[src/rtl/hslink_pkg.sv]
package hslink_pkg;

    typedef logic [7:0] byte_t;

    // {tack_n, tip_n} as held between cycles; both lines idle high
    typedef logic [1:0] line_pair_t;
    localparam line_pair_t LINES_IDLE = 2'b11;

endpackage

[src/rtl/hslink_bytebuf.sv]
module hslink_bytebuf
    import hslink_pkg::*;
#(
    parameter int DEPTH = 16,
    localparam int AW = $clog2(DEPTH)
) (
    input  logic          clk,
    input  logic          wr_en,
    input  logic [AW-1:0] wr_addr,
    input  byte_t         wr_data,
    input  logic [AW-1:0] rd_addr,
    output byte_t         rd_data
);

    byte_t mem_q [DEPTH];

    always_ff @(posedge clk) begin
        if (wr_en) begin
            mem_q[wr_addr] <= wr_data;
        end
    end

    assign rd_data = mem_q[rd_addr];

endmodule

[src/rtl/hslink_irq_delay.sv]
module hslink_irq_delay #(
    parameter int DELAY = 1000,
    localparam int CW = $clog2(DELAY + 1)
) (
    input  logic clk,
    input  logic rst_n,
    input  logic start,
    output logic irq
);

    localparam logic [CW-1:0] LOAD = CW'(DELAY);
    localparam logic [CW-1:0] ONE  = CW'(1);

    logic [CW-1:0] cnt_d, cnt_q;
    logic          irq_d, irq_q;

    always_comb begin
        cnt_d = cnt_q;
        irq_d = 1'b0;
        if (start) begin
            cnt_d = LOAD;
        end else if (cnt_q != '0) begin
            cnt_d = cnt_q - ONE;
            irq_d = (cnt_q == ONE);
        end
    end

    always_ff @(posedge clk or negedge rst_n) begin
        if (!rst_n) begin
            cnt_q <= '0;
            irq_q <= 1'b0;
        end else begin
            cnt_q <= cnt_d;
            irq_q <= irq_d;
        end
    end

    assign irq = irq_q;

endmodule

[src/rtl/hslink_engine.sv]
module hslink_engine
    import hslink_pkg::*;
#(
    parameter int DEPTH        = 16,
    parameter int TICKS_PER_US = 50,
    parameter int DELAY_US     = 20,
    localparam int AW    = $clog2(DEPTH),
    localparam int CW    = $clog2(DEPTH + 1),
    localparam int DELAY = TICKS_PER_US * DELAY_US
) (
    input  logic          clk,
    input  logic          rst_n,
    input  logic          tip_n,
    input  logic          tack_n,
    input  logic          dir_out,
    input  logic [7:0]    sr_wr_data,
    output logic [7:0]    sr_rd_data,
    output logic          treq_n,
    input  logic          rep_push,
    input  logic [7:0]    rep_byte,
    output logic [CW-1:0] rep_pending,
    output logic [CW-1:0] cap_count,
    input  logic [AW-1:0] cap_rd_addr,
    output logic [7:0]    cap_rd_data,
    output logic          pkt_rx,
    output logic [CW-1:0] pkt_len,
    output logic          sr_irq
);

    localparam logic [CW-1:0] FULL = CW'(DEPTH);
    localparam logic [CW-1:0] ONE  = CW'(1);

    typedef struct packed {
        line_pair_t    last;
        logic          treq_n;
        byte_t         sr;
        logic [CW-1:0] cap_cnt;
        logic [CW-1:0] rep_size;
        logic [CW-1:0] rep_idx;
        logic [CW-1:0] pkt_len;
        logic          pkt_rx;
    } eng_st_t;

    eng_st_t       st_d, st_q;
    line_pair_t    lines;
    logic          moved, pend;
    logic          cap_we, rep_we, kick;
    logic [AW-1:0] rep_waddr;
    byte_t         rep_rdata;

    assign lines = {tack_n, tip_n};

    always_comb begin
        st_d        = st_q;
        st_d.pkt_rx = 1'b0;
        st_d.last   = lines;
        cap_we      = 1'b0;
        rep_we      = 1'b0;
        rep_waddr   = st_q.rep_size[AW-1:0];
        kick        = 1'b0;
        moved       = (lines != st_q.last);
        pend        = (st_q.rep_idx < st_q.rep_size);

        // reply buffer refill from local logic
        if (rep_push) begin
            if (!pend) begin
                rep_we        = 1'b1;
                rep_waddr     = '0;
                st_d.rep_size = ONE;
                st_d.rep_idx  = '0;
                kick          = 1'b1;
            end else if (st_q.rep_size < FULL) begin
                rep_we        = 1'b1;
                st_d.rep_size = st_q.rep_size + ONE;
                kick          = 1'b1;
            end
        end

        if (!tip_n) begin
            // transfer active
            if (dir_out) begin
                if (moved && (st_q.cap_cnt < FULL)) begin
                    cap_we       = 1'b1;
                    st_d.cap_cnt = st_q.cap_cnt + ONE;
                    kick         = 1'b1;
                end
            end else if (moved && pend) begin
                st_d.sr      = rep_rdata;
                st_d.rep_idx = st_q.rep_idx + ONE;
                if ((st_q.rep_idx + ONE) >= st_d.rep_size) begin
                    st_d.treq_n = 1'b1;
                end
                kick = 1'b1;
            end
        end else begin
            if (st_q.last[0] && (tack_n != st_q.last[1])) begin
                // idle sync phase: request mirrors acknowledge
                st_d.treq_n = tack_n;
                kick        = 1'b1;
            end else begin
                if (!st_q.last[0]) begin
                    // in-progress line just released
                    if (st_q.cap_cnt != '0) begin
                        st_d.pkt_rx  = 1'b1;
                        st_d.pkt_len = st_q.cap_cnt;
                        st_d.cap_cnt = '0;
                    end
                    kick = 1'b1;
                end
                if (pend) begin
                    st_d.treq_n = 1'b0;
                end
            end
        end
    end

    always_ff @(posedge clk or negedge rst_n) begin
        if (!rst_n) begin
            st_q        <= '0;
            st_q.last   <= LINES_IDLE;
            st_q.treq_n <= 1'b1;
        end else begin
            st_q <= st_d;
        end
    end

    hslink_bytebuf #(.DEPTH(DEPTH)) cap_buf_i (
        .clk     (clk),
        .wr_en   (cap_we),
        .wr_addr (st_q.cap_cnt[AW-1:0]),
        .wr_data (sr_wr_data),
        .rd_addr (cap_rd_addr),
        .rd_data (cap_rd_data)
    );

    hslink_bytebuf #(.DEPTH(DEPTH)) rep_buf_i (
        .clk     (clk),
        .wr_en   (rep_we),
        .wr_addr (rep_waddr),
        .wr_data (rep_byte),
        .rd_addr (st_q.rep_idx[AW-1:0]),
        .rd_data (rep_rdata)
    );

    hslink_irq_delay #(.DELAY(DELAY)) irq_i (
        .clk   (clk),
        .rst_n (rst_n),
        .start (kick),
        .irq   (sr_irq)
    );

    assign sr_rd_data  = st_q.sr;
    assign treq_n      = st_q.treq_n;
    assign rep_pending = st_q.rep_size - st_q.rep_idx;
    assign cap_count   = st_q.cap_cnt;
    assign pkt_rx      = st_q.pkt_rx;
    assign pkt_len     = st_q.pkt_len;

endmodule

[config.mk]
export PLATFORM = sky130hd
export DESIGN_NAME = hslink_engine
export DESIGN_NICKNAME = d
export VERILOG_FILES = /design/src/rtl/hslink_pkg.sv /design/src/rtl/hslink_bytebuf.sv /design/src/rtl/hslink_irq_delay.sv /design/src/rtl/hslink_engine.sv
export SDC_FILE = /design/constraint.sdc
export NUM_CORES = 1
export LEC_CHECK = 0
export BUFFER_PORTS_ARGS = -buffer_cell sky130_fd_sc_hd__buf_2
export CAP_MARGIN = 20
export CORE_MARGIN = 1
export CORE_UTILIZATION = 40
export CTS_BUF_LIST = sky130_fd_sc_hd__clkbuf_8
export DETAILED_ROUTE_END_ITERATION = 10
export MAX_ROUTING_LAYER = met4
export PLACE_DENSITY = 0.64
export SYNTH_ARGS = -nofsm -noshare
export SYNTH_HDL_FRONTEND = slang
export SYNTH_SLANG_ARGS = --single-unit
[constraint.sdc]
create_clock -name clk -period 9.5 [get_ports clk]
set_clock_uncertainty 0.05 [all_clocks]
set_input_delay 0.475 -clock clk [delete_from_list [all_inputs] [get_ports clk]]
set_output_delay 0.475 -clock clk [all_outputs]
set_load 0.02 [all_outputs]
==> metrics.cfg <==
[global_route]
grt_max_degree=44
grt_pass1_vias=6669
grt_pass1_wl_mm=38.5
track_usage_pct=16.8
grt-ovfl-total=0
antenna_found_initial=0

[synth]
synthArstFlopShare_pct=14.4
synth_nets=710
syn_area_mm2=0.0123
yosysWarnings=0
yosysTopAreaCell=edfxtp_1
synth-edff-count=256
synth_top_flop_cell=edfxtp_1
ys_top_cells_by_area=edfxtp_1, mux4_2, dfrtp_1
syn-instance-count=665
yosysSeqAreaShare_pct=71.2
synth.most_common_cell=edfxtp_1
synth_common_cells=edfxtp_1, mux4_2, nor2_1
synth_seq_cells=299
avgSynthCellArea_um2=18.5
synth_cell_types=53
synth.top_cell.area_share_pct=62.5

[place]
dp_slack_ps=5550
dpl.cell_count=1079
place_congestion=0.816
place_area_mm2=0.0129
portBuffers=59
dp_hpwl_mm=16.6

[setup_path]
ff2ff_setup_slack_ps=5560
end_kind=flop
crit_fanout=38
worst_setup_path_start_kind=flop
cp.required_ps=9930
worstPathArrival_ps=4370
critical_path_class=reg -> reg

[timing]
setup_viol=0
slew_headroom_pct=37.5
final.setup.worst_slack_ps=5560
hold_ws_ps=50.7
hold_viol_final=0
period_needed_ps=3940
slew_viol_final=0
clock.fmax_mhz=254
tightest_slew_ps=930
rsz0062_at_grt=false
period_share_pct=41.5
fin_setup_tns_ps=0

[layout]
fin_area_mm2=0.0139
n_antenna_cell=0
final_cells=1174
nets=789
layout-drive-gt1-share_pct=28.8
area_growth_syn_to_layout_pct=12.7

[run_status]
status=finished clean

[pwr]
p_comb_share_pct=21.7
clockPowerShare_pct=30.9
ir_worst_vdd_uv=163
p_leak_nw=4.78
p_per_area_mw_per_mm2=241
seqPwrFrac_pct=47.4
swShare_pct=29.9
p_int_w=0.00235
power.switching_w=0.000999

[floorplanning]
dieWidth_um=177
core_mm2=0.0300
die_area_mm2=0.0315
dieHeight_um=177
placementRows=63
io_pins=60
initial_utilization_pct=41.1

[clocking]
insertion_delay_ps=570
cts_tree=done
path_clk_slew_ps=60
cts-root-buf=clkbuf_8
clock_path_buffers=3
cts_sinks=299
h-tree-depth=2
cts_setup_buffers=0
numCtsBuffers=48

[routing]
avgViaCountPerCell=5.40
drt_wl_total_mm=25.0
initialDrtViolationCount=514
drt-pass1-iter-count=5
ant_nets=0
vias=6338
wl_per_cell_um=21.3
drcViolationCount=0

[flow_run]
max_cap_viol_count=0

[worst_hold_path]
hold_class=in -> reg

[path summary, 6_finish.rpt]
kind,startpoint,to,depth (start not counted)
hold reg to reg,pkt_len[0],pkt_len[0],2
setup / recovery,st_q[8],treq_n,14
max in group asynchronous,rst_n,st_q[30],3
hold / removal,tip_n,st_q[30],1
min in group asynchronous,rst_n,st_q[8],2
setup reg to reg,st_q[8],treq_n,14
[state kept, by name (all words and copies together) (netlist names)]
signal           flops
cap_buf_i.mem_q    128
cap_count            5
irq_i.cnt_q         10
irq_i.irq            1
pkt_len              5
pkt_rx               1
rep_buf_i.mem_q    128
sr_rd_data           8
st_q                12
treq_n               1
[layer usage]
metal	wire (µm)	vias up	global-route usage [%]	share of wire, %
li1	-	2807	-	-
met1	10600	3290	21.1	42
met2	12600	186	27.7	50
met3	1250	55	2.98	5.0
met4	588	0	5.09	2.3
met5	0	-	-	0
[power by group through the flow]
stage | clock [W] | combinational (W) | sequential [W]
finish | 0.00103 | 0.000726 | 0.00159
global route | 0.00111 | 0.000794 | 0.00160
CTS | 0.00105 | 0.000739 | 0.00159
detailed placement | 0 | 0.000736 | 0.00161
global placement | 0 | 0.000716 | 0.00161
floorplan | 0 | 0.000544 | 0.00159
[worst max-delay path, stage by stage, from the launching register on]
cell and delay [ps]:
dfrtp_1 320, buf_4 450, inv_1 100, ha_1 360, and4_1 250, a21o_1 240
a21oi_1 530, nor2_1 230, or2_2 350, ha_1 280, o21ai_0 90, a21o_1 170
a21oi_1 120, o21ai_0 90, a22oi_1 190
[through the flow]
step	total power, W	utilization [%]
2_1_floorplan	0.00213	-
3_3_place_gp	0.00232	43.1
3_5_place_dp	0.00235	43.1
4_1_cts	0.00338	46.2
5_1_grt	0.00350	46.3
6_report	0.00334	46.3
[cells by family (layout without fill, tap and decap cells)]
group | after synthesis | in the layout | share of synthesized area [%]
buf+inv | 59 | 178 | 2.50
fa+ha+maj | 19 | 19 | 1.99
simple gates | 122 | 122 | 4.65
flops | 299 | 299 | 71.2
mux | 85 | 85 | 14.3
xor+xnor | 17 | 17 | 1.21
compound gates | 64 | 64 | 4.08
[cell usage in the layout (no fill, tap or decap), types with 6 or more instances in the layout]
cell type  synthesis  layout
a21o_1             6       6
a21oi_1            7       7
a22o_1             6       6
a22oi_1           17      17
buf_2              9      60
buf_4             18       7
clkbuf_8           0      48
clkinv_1           0      20
clkinv_2           0       7
dfrtp_1           40      39
edfxtp_1         256     256
ha_1              18      18
inv_1             16      26
mux2_2            10      10
mux4_2            72      72
nand2_1           30      30
nor2_1            44      44
nor3_1            10      10
o21ai_0           10      10
xnor2_1           10      10
xor2_1             7       7
[timing repair]
action / in CTS / in global routing
resized for setup: 0 / 0
hold buffers: 1 / 1
hold endpoints to repair: 1 / 14
[cell type report]
class	count	area, µm²
Sequential cell	299	8770
Clock buffer	48	661
Inverter	16	60.1
Tap cell	390	488
Timing Repair Buffer	72	418
Multi-Input combinational cell	307	3230
Fill cell	2537	16100
Clock inverter	42	249
(Power assumes the default switching activity.)
